<file path="src/rtl/pdm_pkg.sv">
// Package: shared mode encoding and register field layout for the
// power-down mode controller. Assumes seven modes, index = one-hot bit.
package pdm_pkg;
    localparam int NUM_MODES = 7;
    localparam int MODE_W    = $clog2(NUM_MODES);
    localparam int REG_W     = 8;
    localparam int BIT_DT    = 7;
    localparam int BIT_LS    = 6;
    localparam int BIT_NSEL  = 5;
    localparam logic [REG_W-1:0] WR_MASK = 8'hE3;

    typedef enum logic [MODE_W-1:0] {
        M_HIGH   = 3'd0,
        M_MED    = 3'd1,
        M_SUBACT = 3'd2,
        M_SLEEP  = 3'd3,
        M_SUBSLP = 3'd4,
        M_STBY   = 3'd5,
        M_WATCH  = 3'd6
    } mode_e;
endpackage

</file>
<file path="src/rtl/pdm_ctrl_reg.sv">
// Control register: holds the writable bits of the 8-bit low-power
// register. Assumes one write per cycle; unimplemented bits read zero.
module pdm_ctrl_reg
    import pdm_pkg::*;
#(
    parameter int W = REG_W,
    parameter logic [W-1:0] MASK = WR_MASK
) (
    input  logic         clk,
    input  logic         rst_n,
    input  logic         wr_en,
    input  logic [W-1:0] wr_data,
    output logic [W-1:0] rd_data,
    output logic         dt_flag,
    output logic         ls_flag
);
    logic [W-1:0] reg_q;

    // Capture masked write data; clear on reset.
    always_ff @(posedge clk) begin
        if (!rst_n)     reg_q <= '0;
        else if (wr_en) reg_q <= wr_data & MASK;
    end

    // Present the stored value and the two flags used by the mode logic.
    always_comb begin
        rd_data = reg_q;
        dt_flag = reg_q[BIT_DT];
        ls_flag = reg_q[BIT_LS];
    end

    // a write reads back through the mask on the next cycle.
    a_r2_readback: assert property (@(posedge clk) disable iff (!rst_n)
        wr_en |=> rd_data == ($past(wr_data) & MASK));
endmodule

</file>
<file path="src/rtl/pdm_next_mode.sv">
// Next-mode resolver: purely combinational choice of the following mode
// and of the running mode to return to from sleep. Assumes the sleep and
// wake strobes are never active together.
module pdm_next_mode
    import pdm_pkg::*;
(
    input  mode_e cur,
    input  mode_e ret_cur,
    input  logic  dt_flag,
    input  logic  ls_flag,
    input  logic  stby_sel,
    input  logic  speed_sel,
    input  logic  sleep_req,
    input  logic  wake_req,
    output mode_e nxt,
    output mode_e ret_nxt
);
    logic on_main;
    logic running;

    // Classify the current mode.
    always_comb begin
        on_main = (cur == M_HIGH) || (cur == M_MED);
        running = on_main || (cur == M_SUBACT);
    end

    // Resolve the next mode by strobe, then by speed select.
    always_comb begin
        nxt     = cur;
        ret_nxt = ret_cur;
        if (sleep_req && running) begin
            if (!stby_sel) begin
                nxt = on_main ? M_SLEEP : M_SUBSLP;
                if (on_main) ret_nxt = cur;
            end else if (dt_flag && (ls_flag == on_main)) begin
                nxt = on_main ? M_SUBACT : M_HIGH;
            end else if (ls_flag || !on_main) begin
                nxt = M_WATCH;
            end else begin
                nxt = M_STBY;
            end
        end else if (wake_req && !running) begin
            case (cur)
                M_SLEEP:  nxt = ret_cur;
                M_SUBSLP: nxt = M_SUBACT;
                M_STBY:   nxt = M_HIGH;
                default:  nxt = ls_flag ? M_SUBACT : M_HIGH;
            endcase
        end else if (cur == M_HIGH && speed_sel) begin
            nxt = M_MED;
        end else if (cur == M_MED && !speed_sel) begin
            nxt = M_HIGH;
        end
    end
endmodule

</file>
<file path="src/rtl/pdm_mode_fsm.sv">
// Mode state register: holds the current mode and the running mode to
// return to from sleep. Assumes one-cycle strobes from the caller.
module pdm_mode_fsm
    import pdm_pkg::*;
(
    input  logic  clk,
    input  logic  rst_n,
    input  mode_e nxt,
    input  mode_e ret_nxt,
    input  logic  sleep_req,
    input  logic  wake_req,
    input  logic  ls_flag,
    output mode_e mode_q,
    output mode_e ret_q
);
    // Advance the mode; reset to high-speed.
    always_ff @(posedge clk) begin
        if (!rst_n) begin
            mode_q <= M_HIGH;
            ret_q  <= M_HIGH;
        end else begin
            mode_q <= nxt;
            ret_q  <= ret_nxt;
        end
    end

    // reset lands in high-speed.
    a_r1_reset_high: assert property (@(posedge clk)
        !rst_n |=> mode_q == M_HIGH);
    // wake from standby goes to high-speed.
    a_r9_stby_wake: assert property (@(posedge clk) disable iff (!rst_n)
        (mode_q == M_STBY && wake_req && !sleep_req) |=> mode_q == M_HIGH);
    // wake from watch follows the low-clock flag.
    a_r10_watch_wake: assert property (@(posedge clk) disable iff (!rst_n)
        (mode_q == M_WATCH && wake_req && !sleep_req)
            |=> mode_q == ($past(ls_flag) ? M_SUBACT : M_HIGH));
    // sleep strobe in a low-power mode is ignored.
    a_r11_sleep_ignored: assert property (@(posedge clk) disable iff (!rst_n)
        (sleep_req && !wake_req &&
         (mode_q == M_SLEEP || mode_q == M_SUBSLP ||
          mode_q == M_STBY  || mode_q == M_WATCH)) |=> $stable(mode_q));
endmodule

</file>
<file path="src/rtl/pdm_power_ctrl.sv">
// Top: power-down mode controller. Joins the control register, the
// next-mode resolver and the mode register; decodes the mode to one-hot.
// Assumes strobes last one cycle and never coincide.
module pdm_power_ctrl
    import pdm_pkg::*;
(
    input  logic                 clk,
    input  logic                 rst_n,
    input  logic                 reg_wr_en,
    input  logic [REG_W-1:0]     reg_wr_data,
    output logic [REG_W-1:0]     reg_rd_data,
    input  logic                 sleep_req,
    input  logic                 wake_req,
    input  logic                 stby_sel,
    input  logic                 speed_sel,
    output logic [NUM_MODES-1:0] mode_oh
);
    logic  dt_flag;
    logic  ls_flag;
    mode_e mode_q;
    mode_e ret_q;
    mode_e nxt;
    mode_e ret_nxt;

    pdm_ctrl_reg u_reg (
        .clk     (clk),
        .rst_n   (rst_n),
        .wr_en   (reg_wr_en),
        .wr_data (reg_wr_data),
        .rd_data (reg_rd_data),
        .dt_flag (dt_flag),
        .ls_flag (ls_flag)
    );

    pdm_next_mode u_next (
        .cur       (mode_q),
        .ret_cur   (ret_q),
        .dt_flag   (dt_flag),
        .ls_flag   (ls_flag),
        .stby_sel  (stby_sel),
        .speed_sel (speed_sel),
        .sleep_req (sleep_req),
        .wake_req  (wake_req),
        .nxt       (nxt),
        .ret_nxt   (ret_nxt)
    );

    pdm_mode_fsm u_fsm (
        .clk       (clk),
        .rst_n     (rst_n),
        .nxt       (nxt),
        .ret_nxt   (ret_nxt),
        .sleep_req (sleep_req),
        .wake_req  (wake_req),
        .ls_flag   (ls_flag),
        .mode_q    (mode_q),
        .ret_q     (ret_q)
    );

    // Decode the mode index to one output bit per mode.
    for (genvar i = 0; i < NUM_MODES; i++) begin : g_dec
        assign mode_oh[i] = (mode_q == mode_e'(i));
    end

    // exactly one mode bit at all times after reset.
    a_r12_onehot: assert property (@(posedge clk) disable iff (!rst_n)
        $countones(mode_oh) == 1);
    // no strobe and no speed mismatch keeps the mode.
    a_r12_quiet: assert property (@(posedge clk) disable iff (!rst_n)
        (!sleep_req && !wake_req && !(mode_oh[0] && speed_sel) &&
         !(mode_oh[1] && !speed_sel)) |=> $stable(mode_oh));
endmodule

</file>
<file path="config.mk">
export PLATFORM = sky130hd
export DESIGN_NAME = pdm_power_ctrl
export DESIGN_NICKNAME = d
export VERILOG_FILES = /design/src/rtl/pdm_pkg.sv /design/src/rtl/pdm_ctrl_reg.sv /design/src/rtl/pdm_next_mode.sv /design/src/rtl/pdm_mode_fsm.sv /design/src/rtl/pdm_power_ctrl.sv
export SDC_FILE = /design/constraint.sdc
export NUM_CORES = 1
export LEC_CHECK = 0
export BUFFER_PORTS_ARGS = -buffer_cell sky130_fd_sc_hd__buf_2
export CAP_MARGIN = 20
export CORE_UTILIZATION = 50
export DETAILED_ROUTE_END_ITERATION = 16
export GPL_TIMING_DRIVEN = 0
export PLACE_DENSITY = 0.82
export REMOVE_ABC_BUFFERS = 1
export SYNTH_ARGS = -nofsm -noshare
export SYNTH_HDL_FRONTEND = slang
export SYNTH_SLANG_ARGS = --single-unit
</file>
<file path="constraint.sdc">
create_clock -name clk -period 5.35 [get_ports clk]
set_clock_uncertainty 0.15 [all_clocks]
set_input_delay 1.07 -clock clk [delete_from_list [all_inputs] [get_ports clk]]
set_output_delay 1.07 -clock clk [all_outputs]
set_load 0.01 [all_outputs]
</file>
==> results <==
- In the routed design, unresolved DRC markers number 0.
- The count of final max-slew check failures is 0.
- The floorplan has 13 rows.
- Relative to the synthesized area, the layout overhead comes to 13.2%.
- The global-route usage over all layers is 0.197.
- The count of antenna diodes in the layout is 0.
- The largest fanout of any net on the critical path is 13.
- The power density over the cells is 277 nW/µm².
- For this run, the post-layout net count is 120.
- The highest ir drop seen on vdd is 0.247 mV.
- Data on the critical path is required at its endpoint by 4130 ps.
- The time the final worst path needs with I/O delays and setup is 2710 ps.
- For this run, asynchronously set or reset flops after synthesis account for 0.
- The total cell area at the placement stage is 821 µm².
- The nature of the critical path startpoint is a register.
- The die extent in x is 40.7 µm.
- The per-cell via count in the routed design is 5.51.
- The total wirelength of the detailed-routed design is 1350 µm.
- The setup-violating endpoint count in the final report is 0.
- During I/O placement, the number of pins put on the boundary was 30.
- The mapped netlist covers 748 µm².
- The most used flip-flop cell after synthesis is sky130_fd_sc_hd__dfxtp_1.
- The total negative slack is 0 ps.
- The period utilization is 0.506.
- The total number of H-tree levels is 1.
- During placement, the flow inserted port buffers numbering 23.
- For the pin with the worst max-slew slack, the measured transition is 530 ps.
- The number of distinct standard cells referenced by the synthesized netlist is 34.
- The flow ran to the end, and the final reports show no timing, DRC or antenna violations.
- The initial antenna violation count is 0.
- Dividing the synthesized area by the synthesized cell count gives 8.91 µm².
- The worst register-to-register path ends at u_fsm.mode_q[1].
- Routability-driven placement finished with a final weighted congestion of 0.852.
- Along the worst hold path, the cell count comes to 1.
- The number of CTS-inserted buffers is 3.
- The synthesized design contains 0 enable-type register cells.
- The starting utilization of the core area is 0.554.
- Entering global routing, the biggest net connects 15 pins.
- The sum of overflow across all layers after global routing is 0.
- For the worst setup path, the data arrival time is 1490 ps.
- In this run the standard cell core region covers 1350 µm².
- Power comes to 0.235 mW.
- In the final layout, the share of cells above drive strength 1 is 0.301.
- The worst setup path is of the reg -> out kind.
- The reported max-cap violation count is 0.
- The root buffer cell is sky130_fd_sc_hd__clkbuf_4.
- The worst relative slew slack is 0.647.
- The number of cells on the worst reg-to-reg path is 6.
- The hold-critical path endpoint is u_fsm.ret_q[2].
- The post-synthesis register bit count is 11.
- The worst hold path class is reg -> reg.
- The number of sinks driven by the clock tree is 11.
- The maximum clock insertion buffer count is 2.
- The area occupied by multi-input gates is 455 µm².
- Derived from the worst setup path, the maximum achievable clock frequency is 370 MHz.
- For this run, the number of Yosys warnings is 0.
- The number of nets still failing antenna checks after routing is 0.
- For this block, the via count after detailed routing is 650.
- In the final routed layout, each cell accounts on average for 11.5 µm.
- The cell area after layout is 847 µm².
- Summed over all nets, the half-perimeter wirelength after detailed placement is 1030 µm.
- The start of the worst register-to-register path is u_fsm.mode_q[1].
- Gates resized during post-CTS repair numbered 0.
- The number of hold buffers added after CTS was 0.
- The worst register-to-register path has a setup slack of 3380 ps.
- The hold violation total from the final report came to 0.
- At the later pin of the worst-skew pair, clock insertion delay measures 260 ps.
- Setup repair after global routing left no endpoint under its margin.
- TritonCTS built the clock tree.
- The buffers inserted during post-CTS setup optimization is 0.
- The number of iterations in the first detailed-routing pass is 4.
- The initial detailed-routing violation count is 12.
- The launch instance of the worst min-delay path is u_fsm.ret_q[2].
- The via count of the first global-routing pass is 535.
- The die outline area is 1660 µm².
- In this run the static leakage power is 0.416 nW.
- The kind of end point of the critical path is an output pin.
- The CTS clock-pin slew for the worst setup and hold paths is 70 ps.
- The first global-routing pass estimated 2130 µm of wire.
- From bottom edge to top edge, the die measures 40.7 µm.
- After filler insertion, the fill cell instance count of the layout stands at 118.
- Of the synthesized area, sequential elements account for 0.294.
- The cell count after synthesis is 84.
- In the final layout, flip-flops and latches occupy 220 µm².
[per-layer routing]
| metal | vias up | global-route usage | part of all wire |
|---|---|---|---|
| met5 | - | 0 | 0 |
| li1 | 323 | - | - |
| met1 | 310 | 0.238 | 0.46 |
| met2 | 17 | 0.313 | 0.50 |
| met4 | 0 | 0.0917 | 0 |
| met3 | 0 | 0.0652 | 0.041 |
[metrics by stage]
stage | worst slack, ps | hold WS, ps | instances | util
after detailed placement | 2920 | 319 | 114 | 0.608
final | 2640 | 334 | 118 | 0.627
after global placement | 3010 | 312 | 114 | 0.608
after CTS | 2630 | 336 | 118 | 0.627
after floorplan | 3140 | 294 | 76 | -
after global routing | 2520 | 346 | 118 | 0.627
[worst max-delay path: stages, from the launching register on]
cell and delay, ps:
sky130_fd_sc_hd__dfxtp_1 650, sky130_fd_sc_hd__nor2b_1 270, sky130_fd_sc_hd__nor2b_1 160, sky130_fd_sc_hd__buf_2 140
[sequential cells by signal (all words and copies together) (netlist names)]
name,cells
u_fsm.mode_q,3
u_fsm.ret_q,3
u_reg.rd_data,5
[cells in the mapped netlist (3+ instances only)]
cell type	number	area, µm²
sky130_fd_sc_hd__and3_1	4	25.0
sky130_fd_sc_hd__nor2b_1	10	62.6
sky130_fd_sc_hd__nor2_1	5	18.8
sky130_fd_sc_hd__o21ai_1	3	15.0
sky130_fd_sc_hd__and2_1	3	18.8
sky130_fd_sc_hd__inv_1	3	11.3
sky130_fd_sc_hd__mux2i_1	6	60.1
sky130_fd_sc_hd__buf_4	6	45.0
sky130_fd_sc_hd__dfxtp_1	11	220
sky130_fd_sc_hd__o21ai_0	3	15.0
[kinds of logic after synthesis]
kind of cell / after synthesis / share of synthesized area
buffers and inverters: 13 / 0.107
multiplexers: 6 / 0.0803
AND/OR/NAND/NOR: 34 / 0.286
XOR/XNOR: 1 / 0.0117
AO/OA/AOI/OAI: 17 / 0.199
adder cells (fa/ha/maj): 1 / 0.0167
other: 1 / 0.00501
flip-flops: 11 / 0.294
[cell type report]
class | instances | share of cell area
clock buffer | 4 | 0.0310
inverter | 3 | 0.0133
multi-input combinational | 62 | 0.538
sequential | 11 | 0.260
tap | 15 | 0.0222
timing repair buffer | 23 | 0.136
[cell usage in the layout, fill, tap and decap left out, types with 2 or more instances in the layout]
master and count:
sky130_fd_sc_hd__and2b_1 2, sky130_fd_sc_hd__clkbuf_4 3, sky130_fd_sc_hd__nor2_1 5, sky130_fd_sc_hd__and2_1 3
sky130_fd_sc_hd__o21ai_0 3, sky130_fd_sc_hd__o21ai_1 3, sky130_fd_sc_hd__dfxtp_1 11, sky130_fd_sc_hd__a41oi_2 2
sky130_fd_sc_hd__buf_2 23, sky130_fd_sc_hd__a31oi_1 2, sky130_fd_sc_hd__inv_1 3, sky130_fd_sc_hd__nand3b_1 2
sky130_fd_sc_hd__and3_1 4, sky130_fd_sc_hd__nand2b_1 2, sky130_fd_sc_hd__mux2i_1 6, sky130_fd_sc_hd__nor2b_1 10
sky130_fd_sc_hd__conb_1 3
[where the power goes]
group          switching, mW  internal, mW
clock                 0.0250        0.0288
combinational         0.0362        0.0378
sequential            0.0184        0.0886
[worst max path at each step]
| stage | start | end | slack [ps] | cells after the start |
|---|---|---|---|---|
| floorplan | u_fsm.mode_q[1] | mode_oh[2] | 3140 | 2 |
| global placement | u_fsm.mode_q[1] | mode_oh[2] | 3010 | 3 |
| detailed placement | u_fsm.mode_q[1] | mode_oh[2] | 2920 | 3 |
| CTS | u_fsm.mode_q[1] | mode_oh[2] | 2630 | 3 |
| global route | u_fsm.mode_q[1] | mode_oh[2] | 2520 | 3 |
| finish | u_fsm.mode_q[1] | mode_oh[2] | 2640 | 3 |
Note: power is estimated with default switching activity, not from simulation.
